### config.mk
export PLATFORM = sky130hd
export DESIGN_NAME = spi_stat_flags
export DESIGN_NICKNAME = d
export VERILOG_FILES = /design/src/rtl/spi_flag_pkg.sv /design/src/rtl/spi_flag_cell.sv /design/src/rtl/spi_data_regs.sv /design/src/rtl/spi_stat_flags.sv
export SDC_FILE = /design/constraint.sdc
export NUM_CORES = 1
export LEC_CHECK = 0
export BUFFER_PORTS_ARGS = -buffer_cell sky130_fd_sc_hd__buf_4
export CAP_MARGIN = 40
export CORE_AREA = 2 2 58 60
export DETAILED_ROUTE_END_ITERATION = 8
export DIE_AREA = 0 0 60 62
export PLACE_DENSITY = 0.72
export SETUP_SLACK_MARGIN = 0.05
export SYNTH_ARGS = -nofsm -noshare
export SYNTH_HDL_FRONTEND = slang
export SYNTH_SLANG_ARGS = --single-unit
export TNS_END_PERCENT = 30
### constraint.sdc
create_clock -name clk -period 1.1 [get_ports clk]
set_input_delay 0.11 -clock clk [delete_from_list [all_inputs] [get_ports clk]]
set_output_delay 0.11 -clock clk [all_outputs]
set_load 0.01 [all_outputs]
### src/rtl/spi_flag_pkg.sv
package spi_flag_pkg;
  localparam int NFLAG  = 3;
  localparam int FI_RX  = 0;
  localparam int FI_TX  = 1;
  localparam int FI_MF  = 2;
  localparam int BIT_RX = 7;
  localparam int BIT_TX = 5;
  localparam int BIT_MF = 4;
endpackage

### src/rtl/spi_flag_cell.sv
// One status flag with its own arm bit: armed by a status read, cleared by the follow-up access.
module spi_flag_cell #(
  parameter logic RST_VAL = 1'b0
) (
  input  logic clk,
  input  logic rst,
  input  logic set_ev,
  input  logic snap,
  input  logic clr_acc,
  output logic flag,
  output logic fire
);
  logic arm;

  assign fire = clr_acc & arm;

  always_ff @(posedge clk) begin
    if (rst) begin
      flag <= RST_VAL;
      arm  <= 1'b0;
    end else begin
      if (snap)
        arm <= flag;
      else if (fire)
        arm <= 1'b0;
      // set wins over a simultaneous clear
      if (set_ev)
        flag <= 1'b1;
      else if (fire)
        flag <= 1'b0;
    end
  end

  // an arm does not survive its clearing access
  a_r10_arm_used: assert property (@(posedge clk) disable iff (rst)
    (fire && !snap) |=> !arm);
  // a set event always leaves the flag high
  a_r12_set_wins: assert property (@(posedge clk) disable iff (rst)
    set_ev |=> flag);
endmodule

### src/rtl/spi_data_regs.sv
// Receive data register and transmit holding register.
module spi_data_regs #(
  parameter int DW = 8
) (
  input  logic          clk,
  input  logic          rst,
  input  logic          rx_valid,
  input  logic [DW-1:0] rx_byte,
  output logic [DW-1:0] rx_data,
  input  logic          tx_accept,
  input  logic [DW-1:0] wdata,
  input  logic          tx_take,
  output logic [DW-1:0] tx_data,
  output logic          tx_valid
);
  always_ff @(posedge clk) begin
    if (rst) begin
      rx_data  <= '0;
      tx_data  <= '0;
      tx_valid <= 1'b0;
    end else begin
      if (rx_valid)
        rx_data <= rx_byte;
      if (tx_accept) begin
        tx_data  <= wdata;
        tx_valid <= 1'b1;
      end else if (tx_take) begin
        tx_valid <= 1'b0;
      end
    end
  end

  // the transmit byte moves only on an accepted write
  a_r7_tx_hold: assert property (@(posedge clk) disable iff (rst)
    !$stable(tx_data) |-> $past(tx_accept));
endmodule

### src/rtl/spi_stat_flags.sv
module spi_stat_flags
  import spi_flag_pkg::*;
#(
  parameter int             DW        = 8,
  parameter int             ADDR_W    = 3,
  parameter logic [ADDR_W-1:0] CTRL_ADDR = 3'd0,
  parameter logic [ADDR_W-1:0] STAT_ADDR = 3'd1,
  parameter logic [ADDR_W-1:0] DATA_ADDR = 3'd2
) (
  input  logic              clk,
  input  logic              rst,
  input  logic              bus_en,
  input  logic              bus_we,
  input  logic [ADDR_W-1:0] bus_addr,
  input  logic [DW-1:0]     bus_wdata,
  output logic [DW-1:0]     bus_rdata,
  input  logic              rx_valid,
  input  logic [DW-1:0]     rx_byte,
  input  logic              tx_take,
  output logic              tx_valid,
  output logic [DW-1:0]     tx_data,
  input  logic              ss_n,
  input  logic              is_master,
  input  logic              fault_en
);
  logic stat_rd, data_rd, data_wr, ctrl_wr;
  logic ss_q, fault_ev;
  logic [NFLAG-1:0] set_v, clr_v, flag_v, fire_v;
  logic [DW-1:0] rx_data, stat_word;

  assign stat_rd = bus_en & ~bus_we & (bus_addr == STAT_ADDR);
  assign data_rd = bus_en & ~bus_we & (bus_addr == DATA_ADDR);
  assign data_wr = bus_en &  bus_we & (bus_addr == DATA_ADDR);
  assign ctrl_wr = bus_en &  bus_we & (bus_addr == CTRL_ADDR);

  always_ff @(posedge clk) begin
    if (rst) ss_q <= 1'b1;
    else     ss_q <= ss_n;
  end
  assign fault_ev = ss_q & ~ss_n & is_master & fault_en;

  assign set_v[FI_RX] = rx_valid;
  assign set_v[FI_TX] = tx_take & tx_valid;
  assign set_v[FI_MF] = fault_ev;
  assign clr_v[FI_RX] = data_rd;
  assign clr_v[FI_TX] = data_wr;
  assign clr_v[FI_MF] = ctrl_wr;

  for (genvar i = 0; i < NFLAG; i++) begin : g_flag
    spi_flag_cell #(.RST_VAL(i == FI_TX)) u_cell (
      .clk     (clk),
      .rst     (rst),
      .set_ev  (set_v[i]),
      .snap    (stat_rd),
      .clr_acc (clr_v[i]),
      .flag    (flag_v[i]),
      .fire    (fire_v[i])
    );
  end

  spi_data_regs #(.DW(DW)) u_data (
    .clk       (clk),
    .rst       (rst),
    .rx_valid  (rx_valid),
    .rx_byte   (rx_byte),
    .rx_data   (rx_data),
    .tx_accept (fire_v[FI_TX]),
    .wdata     (bus_wdata),
    .tx_take   (tx_take),
    .tx_data   (tx_data),
    .tx_valid  (tx_valid)
  );

  always_comb begin
    stat_word         = '0;
    stat_word[BIT_RX] = flag_v[FI_RX];
    stat_word[BIT_TX] = flag_v[FI_TX];
    stat_word[BIT_MF] = flag_v[FI_MF];
  end

  always_ff @(posedge clk) begin
    if (rst) begin
      bus_rdata <= '0;
    end else if (bus_en && !bus_we) begin
      if (bus_addr == STAT_ADDR)      bus_rdata <= stat_word;
      else if (bus_addr == DATA_ADDR) bus_rdata <= rx_data;
      else                            bus_rdata <= '0;
    end
  end

  // reserved status bits read back as zero
  a_r1_reserved_zero: assert property (@(posedge clk) disable iff (rst)
    $past(stat_rd) |-> ((bus_rdata & 8'h4F) == 8'h00));
  // receive-complete falls only after a data read
  a_r5_rx_clear_src: assert property (@(posedge clk) disable iff (rst)
    $fell(flag_v[FI_RX]) |-> $past(data_rd));
  // mode-fault falls only after a control write
  a_r9_mf_clear_src: assert property (@(posedge clk) disable iff (rst)
    $fell(flag_v[FI_MF]) |-> $past(ctrl_wr));
  // a qualified falling slave-select raises mode-fault
  a_r8_mf_set: assert property (@(posedge clk) disable iff (rst)
    fault_ev |=> flag_v[FI_MF]);
  // pending byte and transmit-empty stay complementary
  a_r6_tx_consistent: assert property (@(posedge clk) disable iff (rst)
    tx_valid == !flag_v[FI_TX]);
endmodule

; ---- Word level (Yosys, flattened, before mapping)
; Index checks and enable logic that the tools add are counted.
[classes]
muxes = 12
bitwise_logic = 15
eq_ne = 2
add_sub_neg = 0
shift = 0
n_reduce_logical = 10
div_mod_pow = 0
n_lt_le_gt_ge = 0
n_mul = 0
[op_table]
columns = op, n
row1 = $mux W8, 2
row2 = $and A1 B1 Y1, 13
row3 = $reduce_bool A2 Y1, 6
row4 = $mux W1, 10
row5 = $eq A3 B1 Y1 const B, 1
row6 = $eq A3 B2 Y1 const B, 1
row7 = $logic_not A3 Y1, 1
row8 = $not A1 Y1, 2
row9 = $reduce_or A2 Y1, 1
row10 = $logic_and A1 B1 Y1, 1
row11 = $logic_not A1 Y1, 1
[totals]
ram_bits = 0
out_inout_bits = 17
word_cells = 50
latchBits = 0
memories = 0
in_bits = 28
rom_bits = 0
ff_bits = 32

; ---- Depth between registers and ports, before layout
; Gate-level depths: netlist of the first run.
[logic_depth]
depth_word = 6
depth_mapped = 5
ltp_nobuf = 3

; ---- Modules after synthesis
; From an unflattened synthesis of the first run, not the netlist that was laid out.
[unflattened]
hier_cells = 121
area_unflattened_um2 = 1256.2
[by_module_without_submodules]
columns = module, area_per_inst_um2, n_inst, seq_area_each_um2, cells_per_inst
row1 = spi_data_regs, 614.3, 1, 340.3, 56
row2 = spi_stat_flags, 401.6, 1, 180.2, 38
row3 = spi_flag_cell at g_flag[0].u_cell ..., 81.3, 2, 40.0, 9
row4 = spi_flag_cell at g_flag[1].u_cell, 77.6, 1, 40.0, 9

; ---- Least setup slack after synthesis of the first run
; No wires, ideal clock.
[synth_path]
kind = register to register
from = register g_flag[1].u_cell.arm
to = register g_flag[1].u_cell.flag
path_buffers = 1
setup_ns = 0.122
slack_ns = 0.042
stages_incl_launch_ff = 5
t_required_ns = 0.978
period_less_slack_ns = 1.058
t_arrival_ns = 0.936
cell_sequence = dfxtp_1 -> and2_2 -> buf_2 -> nand2_2 -> a221o_1
[synth_between]
elab_chain_len = 1
[synth_lines]
columns = element, line
row1 = "start, declared", spi_flag_cell.sv:13  ; logic arm;
row2 = "start signal, assigned", spi_flag_cell.sv:23  ; arm <= flag;
row3 = $and A1 B1 Y1, spi_flag_cell.sv:15  ; assign fire = clr_acc & arm;
row4 = "end signal, assigned", spi_flag_cell.sv:19  ; flag <= RST_VAL;
row5 = "end signal, assigned", spi_flag_cell.sv:28  ; flag <= 1'b1;
row6 = "end signal, assigned", spi_flag_cell.sv:30  ; flag <= 1'b0;
row7 = "end, declared", spi_flag_cell.sv:10  ; output logic flag,
; No other way between the ends.
; A chain may end at the register's enable or synchronous reset.

; ---- Worst setup path in the final report of the first run
; Ends and elaborated chain as after synthesis.

==> flow_summary.toml, run 1 <==
[timing]
drv_slew = 0
finalHoldViolCount = 0
slew_headroom_pct = 56.5
setup_viol = 0
fmax_mhz = 1050
clock_skew_ps = 9.08
setup_ws_ps = 145
rsz0062_at_grt = "true"
worst_pin_slew_ps = 651
fin_crit_ps = 955
fin_crit_sh_pct = 86.8
setup_tns_ps = 0

[placement]
port_buffers = 44
gpl.final_weighted_congestion = 0.784
dp_worst_setup_slack_ps = -117
hpwl_mm = 2.22
dp.cells = 220

[floorplan]
die_w_um = 60
ios = 45
fp.dieH_um = 62
coreArea_um2 = 3180
die_area_um2 = 3720
fp-row-count = 21
start_util_pct = 41.0

[layout]
nets = 212
drive_gt1_share_pct = 34.6
area_growth_pct = 35.7
layout.cells.non_filler = 231
mostFrequentLayoutCell = "buf_4"
final_util_pct = 55.6
antennaDiodeCount = 0
final_cell_mix = "buf_4 (49), dfxtp_1 (32), nor2_1 (15)"

[global_routing]
grt_max_degree = 34
grt_pass1_wl_mm = 4.77
track_usage_pct = 17.8
overflow = 0
grt_pass1_vias = 1087
antenna_found_initial = 0

[critical_path]
crit_family = "flip-flops"
critPathBufInv = 0
crit_required_ps = 1320
worstSetupEndpointType = "flip-flop"
timing.setup.critical_path_class = "reg2reg"
crit_chain = "and2_2 > nand2_2 > a221o_1"
critPathArrivalTime_ps = 1180
max_stage_delay_ps = 350
cp-start-kind = "flip-flop"
crit_fanout = 3
slowest_stage = "dfxtp_1"

[clock_network]
clock-sinks = 32
cts_setup_buffers = 0
path_clk_slew_ps = 100
cts-root-buf = "clkbuf_4"
cts.path.max_buffers = 2
cts_resized = 0
cts_buffers = 5
cts-htree-levels = 2
cts_tree = "yes"
insertion_delay_ps = 330

[synth]
ys_seq_elements = 32
synth_top_area_cell = "dfxtp_1"
syn_nets = 163
syn_area_um2 = 1300
synth-edff-count = 0
synthArstFlopShare_pct = 0
syn_avg_cell_area_um2 = 9.65
synth_area_leaders = "dfxtp_1 (49%), mux2i_1 (6.1%), a32oi_1 (5.4%)"
synth_top_flop_cell = "dfxtp_1"
yosys.area.top_type_share_pct = 49.2
yosysSeqAreaShare_pct = 49.2
ys_types = 31
yosys_warnings = 0
synthCells = 135

[routing]
wirelength_mm = 3.07
drtIter0Drc = 50
drc_errors = 0
wl_per_cell_um = 13.3
via_per_inst = 5.23
drt-pass1-iter-count = 4
final_antenna_net_count = 0
via_count = 1208

[power_and_ir_drop]
p_per_area_nw_per_um2 = 1190
leakagePower_nw = 0.742
total_power_mw = 2.10
peakVddDrop_v = 0.000735

[run_status]
status = "complete, no violations"

[min_path]
min_path_type = "in2reg"

[job]
maxCapViolCount = 0
[metal layers]
layer / part of all wire, % / GRT usage (%)
met5: 0 / 0
met4: 1.2 / 6.98
met3: 8.2 / 7.25
met2: 49 / 30.4
met1: 42 / 19.9
[report_power, final]
part | leakage, nW | internal, mW | switching, mW
Sequential | 0.260 | 1.19 | 0.0160
Combinational | 0.450 | 0.118 | 0.0999
Clock | 0.0326 | 0.315 | 0.367
Total | 0.742 | 1.62 | 0.483
[state kept, by name, summed over array words and instances (netlist names)]
| register | count |
|---|---|
| u_data.tx_data | 8 |
| ss_q | 1 |
| u_data.tx_valid | 1 |
| u_data.rx_data | 8 |
| bus_rdata | 8 |
| g_flag.u_cell.arm | 3 |
| g_flag.u_cell.flag | 3 |
[kinds of logic after synthesis]
logic type	synth area share, %
mux	6.15
simple gates	20.0
compound gates	19.2
buf+inv	5.48
flops	49.2
[cell type report]
cell class	instances	area, µm²
Inverter	6	22.5
Sequential cell	32	641
Clock buffer	8	58.8
Tap cell	46	57.6
Multi-Input combinational cell	87	591
Fill cell	301	1410
Timing Repair Buffer	52	398
[worst reg2reg max path: cells and delay by family (launching register included)]
kind	cells	cell delay (ps)
DFF	1	350
AOI/OAI and AO/OA	1	290
and+or+nand+nor	2	220
[synth_stat cells (2+ instances only)]
cell and instances:
dfxtp_1 32, nor2_1 15, a21oi_1 13, nand3_1 11
a32oi_1 8, mux2i_1 8, o21ai_0 8, buf_2 6
inv_1 6, nand4_1 3, o41ai_2 3, clkbuf_1 2
nand2b_1 2
[repair_timing]
action	CTS	global route
endpoints found under the hold margin	1	2
hold buffers	1	2
setup endpoints to repair	0	1
[worst paths after layout]
check / startpoint / end / slack, ps / cells past startpoint
worst min register to register: u_data.tx_data[4]$_SDFFE_PP0P_ / u_data.tx_data[4]$_SDFFE_PP0P_ / 480 / 2
worst min-delay path: rx_byte[3] / u_data.rx_data[3]$_SDFFE_PP0P_ / 20 / 3
worst max register to register: g_flag[1].u_cell.arm$_SDFFE_PP0P_ / g_flag[1].u_cell.flag$_SDFFE_PP1P_ / 150 / 3
worst max-delay path: g_flag[1].u_cell.arm$_SDFFE_PP0P_ / g_flag[1].u_cell.flag$_SDFFE_PP1P_ / 150 / 3
[stage by stage]
step	cell area, µm²	hold WS [ps]
2_1_floorplan	1310	217
3_3_place_gp	1680	307
3_5_place_dp	1680	312
4_1_cts	1750	5.31
5_1_grt	1770	1.71
6_report	1770	23.2
Power figures use the tool's default switching activity.
==> run 2: changes to the inputs <==
--- a/config.mk
+++ b/config.mk
@@ -7,10 +7,10 @@
 export LEC_CHECK = 0
 export BUFFER_PORTS_ARGS = -buffer_cell sky130_fd_sc_hd__buf_4
 export CAP_MARGIN = 40
-export CORE_AREA = 2 2 58 60
+export CORE_AREA = 2 2 57 59
 export DETAILED_ROUTE_END_ITERATION = 8
-export DIE_AREA = 0 0 60 62
-export PLACE_DENSITY = 0.72
+export DIE_AREA = 0 0 59 61
+export PLACE_DENSITY = 0.71
 export SETUP_SLACK_MARGIN = 0.05
 export SYNTH_ARGS = -nofsm -noshare
 export SYNTH_HDL_FRONTEND = slang
==> constraint.sdc (replaced) <==
create_clock -name clk -period 0.9 [get_ports clk]
set_input_delay 0.09 -clock clk [delete_from_list [all_inputs] [get_ports clk]]
set_output_delay 0.09 -clock clk [all_outputs]
set_load 0.01 [all_outputs]
==> flow_summary.toml, run 2 (same netlist as run 1, synthesis figures left out) <==
[layout]
nets = 233
layout.cells.non_filler = 239
area_growth_pct = 65.0
final_util_pct = 72.8
mostFrequentLayoutCell = "buf_4"
final_cell_mix = "buf_4 (40), buf_6 (18), dfxtp_2 (17)"
antennaDiodeCount = 0
drive_gt1_share_pct = 53.4
largestRegisters = "bus_rdata (8), u_data.rx_data (8), u_data.tx_data (8)"

[routing]
drc_errors = 0
wl_per_cell_um = 15.9
drtIter0Drc = 46
final_antenna_net_count = 0
wirelength_mm = 3.79
via_count = 1303
via_per_inst = 5.45
drt-pass1-iter-count = 4

[critical_path]
cp-start-kind = "flip-flop"
timing.setup.critical_path_class = "reg2reg"
worstSetupEndpointType = "flip-flop"
critPathArrivalTime_ps = 1180
crit_required_ps = 1140
crit_fanout = 3

[timing]
drv_slew = 0
fin_crit_sh_pct = 104
fmax_mhz = 1070
fin_crit_ps = 937
whs_ps = -7.87
setup_ws_ps = -37.4
worst_pin_slew_ps = 356
clock_skew_ps = 7.33
setup_viol = 8
finalHoldViolCount = 1
rsz0062_at_grt = "true"
slew_headroom_pct = 76.2

[floorplan]
fp-row-count = 20
start_util_pct = 44.1
die_w_um = 59
ios = 45
fp.dieH_um = 61
die_area_um2 = 3600
coreArea_um2 = 2950

[clock_network]
cts-htree-levels = 2
cts_tree = "yes"
clock-sinks = 32
insertion_delay_ps = 340
cts.path.max_buffers = 2
path_clk_slew_ps = 100
cts_buffers = 5
cts-root-buf = "clkbuf_4"

[global_routing]
grt_pass1_vias = 1300
antenna_found_initial = 0
track_usage_pct = 21.1
grt_max_degree = 20
grt_pass1_wl_mm = 5.54
overflow = 0

[run_status]
status = "finished with violations"
violations = "negative hold slack, negative setup slack"

[power_and_ir_drop]
peakVddDrop_v = 0.00122
leakagePower_nw = 0.884
p_per_area_nw_per_um2 = 1420
total_power_mw = 3.05

[placement]
dp_worst_setup_slack_ps = -201
gpl.final_weighted_congestion = 0.812
dp.cells = 213
hpwl_mm = 2.33
port_buffers = 44

[min_path]
min_path_type = "in2reg"

[job]
maxCapViolCount = 0
==> run 2: cell count changes in the layout (fill, tap and decap cells not counted), sizes merged <==
cell / change
dlygate4sd3: +12
bufinv: +1
buf: +9
clkbuf: -1
==> run 2: layout make-up <==
cell class / instances / area (µm²)
flip-flops and latches: 32 / 662
clock inverters: 1 / 30.0
multi-input cells: 87 / 676
well taps: 33 / 41.3
inverters: 6 / 22.5
fillers: 228 / 803
repair buffers: 73 / 653
clock buffers: 7 / 65.1
==> run 2: worst paths after layout <==
path | startpoint | slack, ps | end | cells past startpoint
setup / recovery | g_flag[1].u_cell.arm$_SDFFE_PP0P_ | -40 | g_flag[1].u_cell.flag$_SDFFE_PP1P_ | 3
hold reg to reg | u_data.tx_data[4]$_SDFFE_PP0P_ | 480 | u_data.tx_data[4]$_SDFFE_PP0P_ | 2
setup reg to reg | g_flag[1].u_cell.arm$_SDFFE_PP0P_ | -40 | g_flag[1].u_cell.flag$_SDFFE_PP1P_ | 3
hold / removal | tx_take | -8 | g_flag[1].u_cell.flag$_SDFFE_PP1P_ | 2
==> run 2: through the flow <==
stage | setup TNS, ps | cell area [µm²] | hold WS (ps)
2_1_floorplan | -88.8 | 1310 | 197
3_3_place_gp | -1680 | 1710 | 287
3_5_place_dp | -2340 | 1710 | 291
4_1_cts | -121 | 2030 | -17.5
5_1_grt | -730 | 2150 | -2.23
6_report | -122 | 2150 | -7.87
==> run 2: metal layers <==
layer	wire, µm	vias up	part of all wire, %	GRT usage [%]
li1	-	628	-	-
met1	1440	609	38	21.6
met2	2000	57	53	39.0
met3	283	9	7.5	7.04
met4	66	0	1.7	9.42
met5	0	-	0	0
==> run 2: where the power goes <==
group | total (mW) | switching (mW) | internal, mW
Combinational | 0.346 | 0.150 | 0.196
Clock | 1.23 | 0.495 | 0.737
Sequential | 1.47 | 0.0198 | 1.45
==> run 2: worst max-delay path, cell delays in order (launching register included) <==
cell and delay, ps:
dfxtp_2 350, and2_4 150, nand2_2 50, a221o_1 290
==> run 2: repair_timing <==
item / in CTS / in global routing
cloned: 0 / 0
gates resized for setup: 40 / 21
pin swaps: 5 / 7
hold buffers: 12 / 3
buffers inserted: 1 / 2
endpoints found under the hold margin: 13 / 4
setup endpoints to repair: 27 / 29
==> run 3: changes to the inputs <==
--- a/config.mk
+++ b/config.mk
@@ -7,10 +7,13 @@
 export LEC_CHECK = 0
 export BUFFER_PORTS_ARGS = -buffer_cell sky130_fd_sc_hd__buf_4
 export CAP_MARGIN = 40
-export CORE_AREA = 2 2 57 59
+export CELL_PAD_IN_SITES_DETAIL_PLACEMENT = 1
+export CELL_PAD_IN_SITES_GLOBAL_PLACEMENT = 1
+export CORE_AREA = 2 2 64 66
 export DETAILED_ROUTE_END_ITERATION = 8
-export DIE_AREA = 0 0 59 61
-export PLACE_DENSITY = 0.71
+export DIE_AREA = 0 0 66 68
+export HOLD_SLACK_MARGIN = 0.12
+export PLACE_DENSITY_LB_ADDON = 0.1
 export SETUP_SLACK_MARGIN = 0.05
 export SYNTH_ARGS = -nofsm -noshare
 export SYNTH_HDL_FRONTEND = slang
==> flow_summary.toml, run 3 (same netlist as run 1, synthesis figures left out) <==
[layout]
drive_gt1_share_pct = 42.0
final_cell_mix = "buf_4 (48), dfxtp_1 (23), dlygate4sd3_1 (17)"
antennaDiodeCount = 0
final_util_pct = 54.2
nets = 234
largestRegisters = "bus_rdata (8), u_data.rx_data (8), u_data.tx_data (8)"
final_cell_area_um2 = 2090
area_growth_pct = 60.5
mostFrequentLayoutCell = "buf_4"

[clock_network]
insertion_delay_ps = 280
cts-root-buf = "clkbuf_8"
cts.path.max_buffers = 2
cts-htree-levels = 2
path_clk_slew_ps = 60
clock-sinks = 32
cts_buffers = 5
cts_setup_buffers = 0
cts_tree = "yes"

[critical_path]
reg2regPathDepth = 3
critPathArrivalTime_ps = 1100
crit_fanout = 3
reg2reg_slack_ps = -20
cp-start-kind = "flip-flop"
timing.setup.critical_path_class = "reg2reg"
r2r_start = "g_flag[1].u_cell.arm$_SDFFE_PP0P_"
slowest_stage = "dfxtp_2"
crit_chain = "and2_4 > nand2_2 > a221o_1"
crit_required_ps = 1070
critPathBufInv = 0
crit_family = "flip-flops"
reg2reg_to = "g_flag[1].u_cell.flag$_SDFFE_PP1P_"
worstSetupEndpointType = "flip-flop"
max_stage_delay_ps = 340

[routing]
via_count = 1261
via_per_inst = 4.91
wl_per_cell_um = 14.4
drc_errors = 0
drtIter0Drc = 17
final_antenna_net_count = 0
wirelength_mm = 3.69
drt-pass1-iter-count = 2

[timing]
rsz0062_at_grt = "true"
worst_pin_slew_ps = 371
fin_crit_sh_pct = 103
drv_slew = 0
finalHoldViolCount = 0
clock_skew_ps = 3.35
slew_headroom_pct = 75.3
setup_viol = 2
setup_tns_ps = -41.1
setup_ws_ps = -23.9
fmax_mhz = 1080
fin_crit_ps = 924

[power_and_ir_drop]
peakVddDrop_v = 0.00109
leakagePower_nw = 0.882
p_per_area_nw_per_um2 = 1510
total_power_mw = 3.16

[floorplan]
fp.dieH_um = 68
die_w_um = 66
fp-row-count = 23
ios = 45
start_util_pct = 33.8
die_area_um2 = 4490
coreArea_um2 = 3860

[global_routing]
grt_pass1_wl_mm = 6.06
overflow = 0
grt_pass1_vias = 1286
grt_max_degree = 22
track_usage_pct = 18.1
antenna_found_initial = 0

[placement]
hpwl_mm = 2.67
port_buffers = 44
dp_worst_setup_slack_ps = -152
gpl.final_weighted_congestion = 0.840
post_dp_cell_area_um2 = 1740

[min_path]
worstHoldStart = "ss_n"
min_to = "g_flag[2].u_cell.flag$_SDFFE_PP0P_"
hold_depth = 3
min_path_type = "in2reg"

[run_status]
status = "finished with violations"
violations = "negative setup slack"

[job]
maxCapViolCount = 0
[run 3: per-layer routing]
| metal | GRT usage (%) | part of all wire [%] |
|---|---|---|
| met5 | 0 | 0 |
| met4 | 6.12 | 0.95 |
| met3 | 5.10 | 4.8 |
| met2 | 31.8 | 50 |
| met1 | 21.3 | 44 |
[run 3: area by class of cell]
type | instances | area, µm²
sequential | 32 | 652
clock inverter | 2 | 35.0
inverter | 6 | 22.5
tap | 50 | 62.6
clock buffer | 6 | 72.6
fill | 446 | 1770
multi-input combinational | 87 | 613
timing repair buffer | 74 | 633
[run 3: how the worst max path moves through the flow]
stage / start / end / slack, ps / cells past startpoint
floorplan: g_flag[1].u_cell.arm$_SDFFE_PP0P_ / g_flag[1].u_cell.flag$_SDFFE_PP1P_ / -90 / 4
CTS: g_flag[1].u_cell.arm$_SDFFE_PP0P_ / g_flag[1].u_cell.flag$_SDFFE_PP1P_ / -30 / 3
detailed placement: bus_addr[0] / u_data.tx_data[4]$_SDFFE_PP0P_ / -150 / 5
global placement: bus_addr[0] / g_flag[1].u_cell.flag$_SDFFE_PP1P_ / -120 / 4
finish: g_flag[1].u_cell.arm$_SDFFE_PP0P_ / g_flag[1].u_cell.flag$_SDFFE_PP1P_ / -20 / 3
global route: g_flag[1].u_cell.arm$_SDFFE_PP0P_ / u_data.tx_data[4]$_SDFFE_PP0P_ / -70 / 4
[run 3: what timing repair did]
| item | CTS | global route |
|---|---|---|
| cloned | 0 | 0 |
| endpoints found under the setup margin | 14 | 28 |
| endpoints found under the hold margin | 19 | 0 |
| hold buffers | 18 | 0 |
| resized for setup | 16 | 15 |
| pin swaps | 1 | 4 |
[run 3: per-stage QoR]
step / cells / hold slack (ps)
detailed placement: 231 / 291
finish: 257 / 124
CTS: 257 / 124
global route: 257 / 135
global placement: 231 / 285
floorplan: 135 / 197
[run 3: power by group]
group	switching (mW)	internal, mW
Clock	0.516	0.820
Sequential	0.0196	1.45
Combinational	0.147	0.205
[run 3: worst min-delay path: stages]
cell	delay, ps
buf_4	80
nand4b_1	120
a21oi_1	70
